$ cat src/rtl/dps_pkg.sv
// Shared size encoding and helpers for the port-size splitter.
// Assumes a 32-bit transfer word; size codes are 2 bits wide.
package dps_pkg;
    localparam int WORD_W = 32;

    typedef enum logic [1:0] {
        SZ_32A = 2'b00,
        SZ_32B = 2'b01,
        SZ_16  = 2'b10,
        SZ_8   = 2'b11
    } size_code_t;

    // Map a size code to log2 of its width in bytes (2, 1 or 0).
    function automatic logic [1:0] size_lg(input logic [1:0] code);
        case (code)
            SZ_16:   return 2'd1;
            SZ_8:    return 2'd0;
            default: return 2'd2;
        endcase
    endfunction

    // Low-lane mask for a port of the given byte width log2.
    function automatic logic [WORD_W-1:0] lane_mask(input logic [1:0] lg);
        case (lg)
            2'd0:    return 32'h0000_00FF;
            2'd1:    return 32'h0000_FFFF;
            default: return 32'hFFFF_FFFF;
        endcase
    endfunction
endpackage

$ cat src/rtl/dps_decode.sv
// Size decoder: turns the transfer and port size codes into a beat count
// and port width, and flags forbidden combinations (port wider than transfer).
// Purely combinational; assumes codes are stable while start is high.
module dps_decode
    import dps_pkg::*;
(
    input  logic [1:0] xfer_code,
    input  logic [1:0] port_code,
    output logic       forbidden,
    output logic [1:0] last_idx,
    output logic [1:0] port_lg
);
    logic [1:0] xfer_lg;
    logic [1:0] ratio_lg;

    // Decode widths, legality and index of the final beat.
    always_comb begin
        xfer_lg   = size_lg(xfer_code);
        port_lg   = size_lg(port_code);
        forbidden = (port_lg > xfer_lg);
        ratio_lg  = forbidden ? 2'd0 : (xfer_lg - port_lg);
        case (ratio_lg)
            2'd0:    last_idx = 2'd0;
            2'd1:    last_idx = 2'd1;
            default: last_idx = 2'd3;
        endcase
    end
endmodule

$ cat src/rtl/dps_seq.sv
// Beat sequencer: counts handshakes for one transfer, steps the address for
// memory targets, raises done after the last beat and flags rejected starts.
// Assumes launch and reject are never high together and only when idle.
module dps_seq #(
    parameter int ADDR_W = 32
) (
    input  logic              clk,
    input  logic              rst_n,
    input  logic              launch,
    input  logic              reject,
    input  logic [ADDR_W-1:0] base_addr,
    input  logic              is_io,
    input  logic [1:0]        last_in,
    input  logic [1:0]        plg_in,
    input  logic              bus_ready,
    output logic              busy,
    output logic              bus_valid,
    output logic [ADDR_W-1:0] bus_addr,
    output logic [1:0]        beat_idx,
    output logic              beat_fire,
    output logic [1:0]        plg_q,
    output logic              done,
    output logic              cfg_err
);
    logic              io_q;
    logic [1:0]        last_q;
    logic [ADDR_W-1:0] addr_q;
    logic [ADDR_W-1:0] step;
    logic              final_beat;

    // Address step and handshake decode.
    always_comb begin
        step       = ADDR_W'(1) << plg_q;
        beat_fire  = busy && bus_ready;
        final_beat = (beat_idx == last_q);
        bus_valid  = busy;
        bus_addr   = addr_q;
    end

    // Sequence state: launch, per-beat advance, completion and error pulses.
    always_ff @(posedge clk) begin
        if (!rst_n) begin
            busy     <= 1'b0;
            done     <= 1'b0;
            cfg_err  <= 1'b0;
            beat_idx <= 2'd0;
            last_q   <= 2'd0;
            plg_q    <= 2'd2;
            io_q     <= 1'b0;
            addr_q   <= '0;
        end else begin
            done    <= 1'b0;
            cfg_err <= reject;
            if (launch) begin
                busy     <= 1'b1;
                beat_idx <= 2'd0;
                last_q   <= last_in;
                plg_q    <= plg_in;
                io_q     <= is_io;
                addr_q   <= base_addr;
            end else if (beat_fire) begin
                if (final_beat) begin
                    busy <= 1'b0;
                    done <= 1'b1;
                end else begin
                    beat_idx <= beat_idx + 2'd1;
                    if (!io_q) addr_q <= addr_q + step;
                end
            end
        end
    end

    a_r5_err_no_bus: assert property (@(posedge clk) disable iff (!rst_n)
        cfg_err |-> !bus_valid && !done);
    a_r10_done_single: assert property (@(posedge clk) disable iff (!rst_n)
        done |=> !done);
    a_r10_done_idle: assert property (@(posedge clk) disable iff (!rst_n)
        done |-> !busy);
    a_r11_hold: assert property (@(posedge clk) disable iff (!rst_n)
        bus_valid && !bus_ready |=> bus_valid && $stable(bus_addr));
    a_r9_io_fixed: assert property (@(posedge clk) disable iff (!rst_n)
        beat_fire && io_q && !final_beat |=> $stable(bus_addr));
    a_r8_mem_step: assert property (@(posedge clk) disable iff (!rst_n)
        beat_fire && !io_q && !final_beat |=>
            bus_addr == $past(bus_addr) + (ADDR_W'(1) << $past(plg_q)));
    a_r2_beat_bound: assert property (@(posedge clk) disable iff (!rst_n)
        bus_valid |-> beat_idx <= last_q);
    a_r12_no_relaunch: assert property (@(posedge clk) disable iff (!rst_n)
        busy && !beat_fire |=> busy && $stable(beat_idx));
endmodule

$ cat src/rtl/dps_pack.sv
// Data path: holds the write word and slices it onto the low port lanes per
// beat, or gathers narrow read beats into the word, least significant first.
// Assumes beat_idx and port_lg come from the sequencer for the current beat.
module dps_pack
    import dps_pkg::*;
(
    input  logic              clk,
    input  logic              rst_n,
    input  logic              load,
    input  logic              load_we,
    input  logic [WORD_W-1:0] wdata,
    input  logic              beat_fire,
    input  logic [1:0]        beat_idx,
    input  logic [1:0]        port_lg,
    input  logic [WORD_W-1:0] bus_rdata,
    output logic              bus_we,
    output logic [WORD_W-1:0] bus_wdata,
    output logic [WORD_W-1:0] word
);
    logic              we_q;
    logic [WORD_W-1:0] word_q;
    logic [WORD_W-1:0] mask;
    logic [5:0]        shamt;

    // Lane selection for the current beat.
    always_comb begin
        mask      = lane_mask(port_lg);
        shamt     = 6'(beat_idx) << (3 + port_lg);
        bus_wdata = (word_q >> shamt) & mask;
        bus_we    = we_q;
        word      = word_q;
    end

    // Capture the write word or clear for a read; merge read beats.
    always_ff @(posedge clk) begin
        if (!rst_n) begin
            we_q   <= 1'b0;
            word_q <= '0;
        end else if (load) begin
            we_q   <= load_we;
            word_q <= load_we ? wdata : '0;
        end else if (beat_fire && !we_q) begin
            word_q <= word_q | ((bus_rdata & mask) << shamt);
        end
    end

    a_r6_word_quiet: assert property (@(posedge clk) disable iff (!rst_n)
        !load && !(beat_fire && !we_q) |=> $stable(word_q));
    a_r7_dir_held: assert property (@(posedge clk) disable iff (!rst_n)
        !load |=> $stable(bus_we));
endmodule

$ cat src/rtl/dma_port_splitter.sv
// Top: accepts one DMA transfer, rejects forbidden size pairs, and drives the
// narrow bus one handshake per beat. Assumes start is ignored while busy.
module dma_port_splitter
    import dps_pkg::*;
#(
    parameter int ADDR_W = 32
) (
    input  logic              clk,
    input  logic              rst_n,
    input  logic              start,
    input  logic [1:0]        xfer_size,
    input  logic [1:0]        port_size,
    input  logic              is_write,
    input  logic              is_io,
    input  logic [ADDR_W-1:0] base_addr,
    input  logic [31:0]       wdata,
    output logic              busy,
    output logic              cfg_err,
    output logic              done,
    output logic [31:0]       rdata,
    output logic              bus_valid,
    input  logic              bus_ready,
    output logic              bus_we,
    output logic [ADDR_W-1:0] bus_addr,
    output logic [31:0]       bus_wdata,
    input  logic [31:0]       bus_rdata
);
    logic       forbidden;
    logic [1:0] last_idx;
    logic [1:0] port_lg;
    logic [1:0] plg_q;
    logic [1:0] beat_idx;
    logic       beat_fire;
    logic       launch;
    logic       reject;

    // Accept a start only when idle; split it into launch or reject.
    always_comb begin
        launch = start && !busy && !forbidden;
        reject = start && !busy && forbidden;
    end

    dps_decode u_decode (
        .xfer_code (xfer_size),
        .port_code (port_size),
        .forbidden (forbidden),
        .last_idx  (last_idx),
        .port_lg   (port_lg)
    );

    dps_seq #(.ADDR_W(ADDR_W)) u_seq (
        .clk       (clk),
        .rst_n     (rst_n),
        .launch    (launch),
        .reject    (reject),
        .base_addr (base_addr),
        .is_io     (is_io),
        .last_in   (last_idx),
        .plg_in    (port_lg),
        .bus_ready (bus_ready),
        .busy      (busy),
        .bus_valid (bus_valid),
        .bus_addr  (bus_addr),
        .beat_idx  (beat_idx),
        .beat_fire (beat_fire),
        .plg_q     (plg_q),
        .done      (done),
        .cfg_err   (cfg_err)
    );

    dps_pack u_pack (
        .clk       (clk),
        .rst_n     (rst_n),
        .load      (launch),
        .load_we   (is_write),
        .wdata     (wdata),
        .beat_fire (beat_fire),
        .beat_idx  (beat_idx),
        .port_lg   (plg_q),
        .bus_rdata (bus_rdata),
        .bus_we    (bus_we),
        .bus_wdata (bus_wdata),
        .word      (rdata)
    );
endmodule

$ cat config.mk
export PLATFORM = sky130hd
export DESIGN_NAME = dma_port_splitter
export DESIGN_NICKNAME = d
export VERILOG_FILES = /design/src/rtl/dps_pkg.sv /design/src/rtl/dps_decode.sv /design/src/rtl/dps_seq.sv /design/src/rtl/dps_pack.sv /design/src/rtl/dma_port_splitter.sv
export SDC_FILE = /design/constraint.sdc
export NUM_CORES = 1
export LEC_CHECK = 0
export BUFFER_PORTS_ARGS = -buffer_cell sky130_fd_sc_hd__buf_2
export CORE_ASPECT_RATIO = 0.6
export CORE_UTILIZATION = 45
export CTS_BUF_LIST = sky130_fd_sc_hd__clkbuf_4 sky130_fd_sc_hd__clkbuf_8
export DETAILED_ROUTE_END_ITERATION = 6
export PLACE_DENSITY = 0.71
export SYNTH_ARGS = -nofsm -noshare
export SYNTH_HDL_FRONTEND = slang
export SYNTH_SLANG_ARGS = --single-unit
$ cat constraint.sdc
create_clock -name clk -period 9.6 [get_ports clk]
set_clock_uncertainty 0.05 [all_clocks]
set_input_delay 2.88 -clock clk [delete_from_list [all_inputs] [get_ports clk]]
set_output_delay 2.88 -clock clk [all_outputs]
set_load 0.05 [all_outputs]
==> results of run 1 <==
## critical path, stage by stage (launching register included)
cell and delay [ps]:
dfxtp_1 840, inv_1 200, ha_1 600, and4_2 320
buf_4 340, buf_4 470, mux2i_1 190, mux2i_1 490
mux2i_1 190, mux2_2 300, nor2_1 80, buf_2 280
## per-stage QoR
step	std cells	power (mW)	cell area, um2
after floorplan	1021	0.6675	7654
after CTS	1404	1.079	8891
final	1404	1.092	8891
after detailed placement	1388	0.8043	8675
after global placement	1388	0.8025	8675
after global routing	1404	1.131	8891
## layout by cell type, fill, tap and decap left out, types with 4 or more instances in the layout
master and n:
nand4_1 18, a221oi_1 13, and2_1 7, clkbuf_8 9, xnor2_1 4, nand2_1 98, nor4b_1 4, xor2_1 16
o221a_2 4, a211oi_1 22, a21o_1 11, a22oi_1 9, dfxtp_1 75, nor2_1 93, nand2b_1 5, mux2_2 17
o211a_1 4, a21oi_1 110, buf_4 17, o31a_1 4, a211o_1 9, a31oi_1 8, mux2i_1 110, inv_1 8
o22ai_1 15, buf_2 206, o221ai_1 5, ha_1 10, nor4_1 6, o31ai_1 7, o21ai_0 63, nor2b_1 8
o211ai_1 12, nor3_1 22, a2bb2oi_1 8, nand3_1 28, and3_1 20
## area by class of cell
| type | count | area [um2] | area share (%) |
|---|---|---|---|
| clock buffer | 9 | 123.9 | 1.393 |
| sequential | 75 | 1501 | 16.89 |
| tap | 228 | 285.3 | 3.209 |
| inverter | 9 | 33.78 | 0.3800 |
| multi-input combinational | 853 | 5695 | 64.06 |
| clock inverter | 7 | 92.59 | 1.041 |
| timing repair buffer | 223 | 1159 | 13.03 |
## sequential cells by signal, summed over array words and instances (netlist names)
| register | flops |
|---|---|
| u_seq.bus_valid | 1 |
| u_seq.last_q | 2 |
| u_pack.word | 32 |
| u_seq.plg_q | 2 |
| u_pack.bus_we | 1 |
| u_seq.bus_addr | 32 |
| u_seq.io_q | 1 |
| u_seq.cfg_err | 1 |
| u_seq.beat_idx | 2 |
| u_seq.done | 1 |
## per-layer routing
metal  global-route usage, %  share of wire [%]
met5                   2.446                  0
met2                   48.46                 38
met4                   6.514                1.1
met1                   58.93                 47
met3                   11.90                 14
## report_power, final
group | total, mW | internal, mW | switching (mW)
logic | 0.438 | 0.127 | 0.311
registers | 0.374 | 0.336 | 0.0389
clock network | 0.280 | 0.128 | 0.152
total | 1.09 | 0.590 | 0.502
## cells by family (layout without fill, tap and decap cells)
group / Yosys count / in the layout / share of synthesized area (%)
AO/OA/AOI/OAI: 347 / 347 / 29.92
multiplexers: 131 / 131 / 17.92
AND/OR/NAND/NOR: 343 / 343 / 21.91
XOR/XNOR: 20 / 20 / 2.289
buffers and inverters: 93 / 248 / 6.196
adder cells (fa/ha/maj): 12 / 12 / 2.158
flip-flops: 75 / 75 / 19.62
## worst paths after layout
check             slack (ps)         endpoint           start
setup / recovery        1990    bus_wdata[17]  u_seq.plg_q[0]
hold / removal           410       u_seq.io_q      u_seq.io_q
setup reg to reg        4950  u_pack.word[15]  u_seq.plg_q[0]
hold reg to reg          410       u_seq.io_q      u_seq.io_q
==> results by group, run 1 <==
Power and ir drop
  – Worst IR drop on VDD: 69.49 uV
  – P_leak: 3.863 nW
  – Pwr/cell area: 122.9 mW/mm2

Clock tree
  – Setup bufs post-CTS: 0
  – Max H-tree Level: 3
  – PostCTS Resize Cnt: 0
  – Cts bufs inserted: 9
  – Sink Count: 75
  – Worst skew pair latency: 370 ps
  – Max clock buf depth: 2
  – Hold Buf Count CTS: 0
  – CTS tree: done
  – Root Driver: clkbuf_8
  – Clk slew on worst S/H paths: 90 ps

STA
  – Pins Over Slew Limit: 0
  – Slew HR: 31.50%
  – Endpoints failing setup: 0
  – Crit path time final: 7614 ps
  – Worst-Margin Slew: 1017 ps
  – TNS Setup: 0 ps
  – FMAX: 131.3 MHz
  – WHS: 413.6 ps
  – Hold Fails Final Rpt: 0
  – RSZ-0062 raised after global routing: false
  – PnR worst setup slack: 1986 ps
  – Final Cycle Share: 79.31%

Placed design
  – I/O Buffers: 206
  – GP Congestion: 0.9949
  – Detailed Place HPWL: 25020 um
  – Pre-CTS setup slack: 2498 ps

Global route
  – Largest net degree at the start of global routing: 61
  – Initial antenna violation count: 0
  – First-pass GRT wire length: 49490 um
  – Number of global-route vias before repair: 8067
  – Overall Global Routing Usage: 37.72%
  – Grt total ovfl: 0

Synth
  – Mapped cell area: 0.007654 mm2
  – Share of the synthesized area in the top cell type: 19.62%
  – Mapped Nets: 1139
  – Area contributors post-synth: dfxtp_1 (20%), mux2i_1 (14%), a21oi_1 (7.2%)
  – Most common library cells after synthesis: a21oi_1 (110), mux2i_1 (110), nand2_1 (98)
  – Commonest register cell after synthesis: dfxtp_1
  – Post-synthesis cell type count: 86
  – Dominant cell type by area after synthesis: dfxtp_1
  – Asr flop ratio synth: 0%
  – Ys Warns: 0
  – Synthesized flop and latch total: 75
  – Sequential-to-total area share from yosys stat: 19.62%
  – Synth Instances: 1021
  – Syn Area/Cell: 7.496 um2
  – Number of synthesized flops with an enable pin: 0

Route
  – Final ANT Viol Nets: 0
  – Routed WL per cell: 23.79 um
  – Routed via count: 9232
  – DR DRC count: 1
  – 1st-iter DRT viols: 1271
  – WL final: 33400 um
  – Detailed Routing Iterations Pass 1: 7
  – Drt via density: 6.575

Critical path
  – Crit path DAT: 4680 ps
  – Critical path required time: 6670 ps
  – Critical Path Fanout Max: 30
  – CP Launch Type: flip-flop
  – Worst setup EP type: primary output
  – CP Class: reg -> out
  – R2r worst-path depth: 9

Hold path
  – Worst hold path depth: 2
  – Worst min path class: reg -> reg

Die
  – Die Height: 103.0 um
  – Die Width: 170.4 um
  – Die ar.: 0.01755 mm2
  – Starting Density: 46.55%
  – CORE AREA: 0.01644 mm2
  – FP Rows: 36
  – Ports: 207

Finish
  – Post-layout util: 54.08%
  – Area Growth Syn to Fin: 16.17%
  – ANT cells: 0
  – Fillers: 1646
  – Share of cells above drive strength 1: 23.89%
  – Layout Nets: 1289

Run status
  – Failing checks: DRC
  – Outcome: finished with violations

Run
  – Max-cap violations: 0
Note: power is estimated with default switching activity, not from simulation.
==> run 2, diff against run 1 <==
--- a/config.mk
+++ b/config.mk
@@ -5,12 +5,13 @@
 export SDC_FILE = /design/constraint.sdc
 export NUM_CORES = 1
 export LEC_CHECK = 0
+export ABC_AREA = 1
 export BUFFER_PORTS_ARGS = -buffer_cell sky130_fd_sc_hd__buf_2
 export CORE_ASPECT_RATIO = 0.6
 export CORE_UTILIZATION = 45
 export CTS_BUF_LIST = sky130_fd_sc_hd__clkbuf_4 sky130_fd_sc_hd__clkbuf_8
 export DETAILED_ROUTE_END_ITERATION = 6
-export PLACE_DENSITY = 0.71
+export PLACE_DENSITY = 0.74
 export SYNTH_ARGS = -nofsm -noshare
 export SYNTH_HDL_FRONTEND = slang
 export SYNTH_SLANG_ARGS = --single-unit
==> constraint.sdc (replaced) <==
create_clock -name clk -period 6.5 [get_ports clk]
set_clock_uncertainty 0.05 [all_clocks]
set_input_delay 1.95 -clock clk [delete_from_list [all_inputs] [get_ports clk]]
set_output_delay 1.95 -clock clk [all_outputs]
set_load 0.05 [all_outputs]
==> run 2 against run 1 <==
Compared with the run above:
- the flow now finishes without violations
- area after synthesis grew 1.7%
- first-iteration DRC count shrank 3.1%
- clock-buffer cell count grew 1
- sequential power grew 51%
- critical path depth grew 1
- design area grew 0.75%
- hold slack gained 19 ps
- core utilization is essentially flat
- sequential share of layout area shrank 0.13 points
- synthesized cell count grew 38%
- critical endpoint is now bus_wdata[2]
==> results by group, run 2 <==
Synth
  – Simple logic cell fraction of the synthesized area: 46.72% (+25 points)
  – Asr flop ratio synth: 0% (unchanged)
  – Most frequent cell after synthesis: nand2_1
  – Syn Area/Cell: 5.523 um2 (-26%)
  – Most common library cells after synthesis: nand2_1 (474), nand3_1 (238), o21ai_0 (117)
  – Ys Warns: 0 (unchanged)
  – Share of the synthesized area in the top cell type: 22.85% (+3.2 points)
  – Mux cell area share after synthesis: 0.6427% (-17 points)
  – Post-synthesis adder-cell area fraction: 2.121% (-0.037 points)
  – Mapped cell area: 0.007787 mm2 (+1.7%)
  – Dominant cell type by area after synthesis: nand2_1
  – Post-synthesis cell type count: 45 (-48%)
  – Largest family of logic cells by synthesized area: simple AND/OR/NAND/NOR gates
  – Synthesized flop and latch total: 75 (unchanged)
  – Complex-gate fraction of the synthesized area: 17.69% (-12 points)
  – Synthesized-area fraction occupied by xor and xnor cells: 2.024% (-0.26 points)
  – Number of synthesized flops with an enable pin: 0 (unchanged)
  – Sequential-to-total area share from yosys stat: 19.28% (-0.34 points)
  – Synth Instances: 1410 (+38%)
  – Commonest register cell after synthesis: dfxtp_1
  – Mapped Nets: 1528 (+34%)
  – Area contributors post-synth: nand2_1 (23%), dfxtp_1 (19%), nand3_1 (15%)

Finish
  – Fillers: 1835 (+11%)
  – Register area: 0.001501 mm2 (unchanged)
  – Share of cells above drive strength 1: 17.35% (-6.5 points)
  – Area of the multi-input gates: 0.005408 mm2 (-5.1%)
  – Post-route cell area: 0.008957 mm2 (+0.75%)
  – Final std cells w/o fill: 1785 (+27%)
  – Layout Nets: 1670 (+30%)
  – Most common cell after layout, fill and taps aside: nand2_1
  – Most frequent cells in the layout: nand2_1 (473), nand3_1 (238), buf_2 (206)
  – Area Growth Syn to Fin: 15.02%

Placed design
  – Detailed Place HPWL: 24080 um (-3.8%)
  – I/O Buffers: 206 (unchanged)
  – Placed inst area: 0.008745 mm2 (+0.81%)
  – Post-placement cell count: 1769 (+27%)
  – Pre-CTS setup slack: 1181 ps (-1317 ps)
  – GP Congestion: 1.011 (+1.7%)

STA
  – Slew HR: 34.24% (+2.7 points)
  – Crit path time final: 5778 ps
  – RSZ-0062 raised after global routing: false
  – Hold Fails Final Rpt: 0 (unchanged)
  – Final Cycle Share: 88.90%
  – Endpoints failing setup: 0 (unchanged)
  – FMAX: 173.1 MHz
  – TNS Setup: 0 ps (unchanged)
  – PnR worst setup slack: 721.6 ps (-1264 ps)
  – Pins Over Slew Limit: 0 (unchanged)
  – Worst-Margin Slew: 985.3 ps (-31.48 ps)

Route
  – WL final: 31040 um (-7.1%)
  – Final ANT Viol Nets: 0 (unchanged)
  – Detailed Routing Iterations Pass 1: 6 (-1)
  – Routed via count: 10030 (+8.6%)
  – 1st-iter DRT viols: 1232 (-3.1%)
  – Drt via density: 5.618 (-15%)
  – DR DRC count: 0 (-1)
  – Routed WL per cell: 17.39 um (-27%)

Critical path
  – Worst setup EP type: primary output
  – Setup slack, reg-to-reg: 2840 ps (-2110 ps)
  – Critical Path Fanout Max: 66 (+120%)
  – R2r worst-path depth: 13 (+4)
  – CP Class: reg -> out
  – Max incr delay on CP: 580 ps (-260 ps)
  – Buf/Inv on CP: 3 (-1)
  – CP Cell Sequence: inv_2, ha_1, nand2_2, nor2_8, buf_4, o21ai_0, o21ai_0, nand2_1, o21ai_0, mux2i_1, o21ai_0, buf_2
  – RR Endpoint: u_pack.word[29]
  – CP dominant cell by count: o21ai_0
  – Crit path DAT: 3780 ps (-900 ps)
  – Slowest cell on crit path: nor2_8
  – Worst path top cell family by delay: buffers and inverters
  – Critical path required time: 4500 ps (-2170 ps)
  – RR Startpoint: u_seq.plg_q[0]
  – CP Launch Type: flip-flop

Die
  – Ports: 207 (unchanged)
  – FP Rows: 36 (unchanged)
  – Starting Density: 46.98% (+0.43 points)
  – Die ar.: 0.01785 mm2 (+1.7%)
  – CORE AREA: 0.01658 mm2 (+0.82%)
  – Die Height: 103.9 um (+0.85%)
  – Die Width: 171.8 um (+0.86%)

Clock tree
  – Max clock buf depth: 2 (unchanged)
  – Worst skew pair latency: 350 ps (-20 ps)
  – Sink Count: 75 (unchanged)
  – Setup bufs post-CTS: 0 (unchanged)
  – Clk slew on worst S/H paths: 90 ps (about the same)
  – Root Driver: clkbuf_8
  – Hold Buf Count CTS: 0 (unchanged)
  – CTS tree: done
  – PostCTS Resize Cnt: 0 (unchanged)
  – Max H-tree Level: 3 (unchanged)
  – Cts bufs inserted: 9 (unchanged)

Power and ir drop
  – Worst IR drop on VDD: 107.7 uV (+55%)
  – Power, Total: 1.748 mW (+60%)
  – Total net switching power: 0.8294 mW (+65%)
  – Gate power share: 44.0% (+3.9 points)
  – Net Sw Frac: 47.45% (+1.5 points)
  – P_leak: 4.459 nW (+15%)
  – Flop pwr share: 32.4% (-1.9 points)
  – Pwr/cell area: 195.1 mW/mm2 (+59%)
  – Clk pwr share: 23.6% (-2.0 points)
  – Pint: 0.9184 mW (+56%)

Run status
  – Outcome: completed

Global route
  – Initial antenna violation count: 1 (+1)
  – Largest net degree at the start of global routing: 70 (+15%)
  – Grt total ovfl: 0 (unchanged)
  – Overall Global Routing Usage: 34.23% (-3.5 points)
  – First-pass GRT wire length: 47570 um (-3.9%)
  – Number of global-route vias before repair: 8418 (+4.4%)

Hold path
  – Hold path start: u_seq.io_q
  – Worst min path class: reg -> reg
  – Hold endpoint: u_seq.io_q
  – Worst hold path depth: 2 (unchanged)

Run
  – Max-cap violations: 0 (unchanged)
run 2: kinds of logic (layout without fill, tap and decap cells):
logic type                 count (synthesis)  count (layout)
buffers and inverters                    200             346
other                                      0               1
xor gates and xnor gates                  18              18
adders and majority gates                 12              12
muxes                                      5               5
DFF                                       75              75
and+or+nand+nor                          850             850
AOI/OAI and AO/OA                        250             250
run 2: power by group through the flow:
stage | clock [mW] | sequential (mW) | combinational, mW
2_1_floorplan | 0 | 0.681 | 0.418
3_3_place_gp | 0 | 0.573 | 0.748
6_report | 0.412 | 0.566 | 0.770
5_1_grt | 0.428 | 0.570 | 0.834
4_1_cts | 0.413 | 0.561 | 0.757
3_5_place_dp | 0 | 0.572 | 0.755
run 2: layout make-up:
cell class | instances | area share, %
diodes | 1 | 0.02794
clock buffers | 10 | 1.467
clock inverters | 5 | 0.8800
inverters | 112 | 4.707
multi-input cells | 1135 | 60.37
flip-flops and latches | 75 | 16.76
well taps | 228 | 3.185
repair buffers | 219 | 12.60
run 2: routing by layer:
metal	global-route usage (%)	part of all wire, %
met4	4.109	0.68
met5	0	0
met2	41.21	36
met3	13.36	15
met1	55.41	48
run 2: worst max path at each step:
| stage | from | endpoint | slack (ps) | cells after the start |
|---|---|---|---|---|
| after CTS | u_seq.plg_q[0] | bus_wdata[14] | 780 | 14 |
| after global routing | u_seq.plg_q[0] | bus_wdata[11] | 430 | 13 |
| final | u_seq.plg_q[0] | bus_wdata[2] | 720 | 12 |
| after floorplan | u_seq.plg_q[0] | bus_wdata[2] | 1480 | 11 |
| after detailed placement | u_seq.plg_q[0] | bus_wdata[14] | 1180 | 14 |
| after global placement | u_seq.plg_q[0] | bus_wdata[8] | 1310 | 13 |
run 2: worst reg2reg max path, delay by kind of cell (launching register included):
family | cells | cell delay [ps]
AO/OA/AOI/OAI | 1 | 60
flip-flops | 1 | 490
adder cells (fa/ha/maj) | 1 | 360
buffers and inverters | 3 | 680
AND/OR/NAND/NOR | 8 | 1940
run 2: through the flow:
stage	util (%)	hold slack, ps
2_1_floorplan	-	384.1
3_3_place_gp	52.76	397.5
3_5_place_dp	52.76	414.0
4_1_cts	54.02	428.4
5_1_grt	54.02	461.5
6_report	54.04	432.9
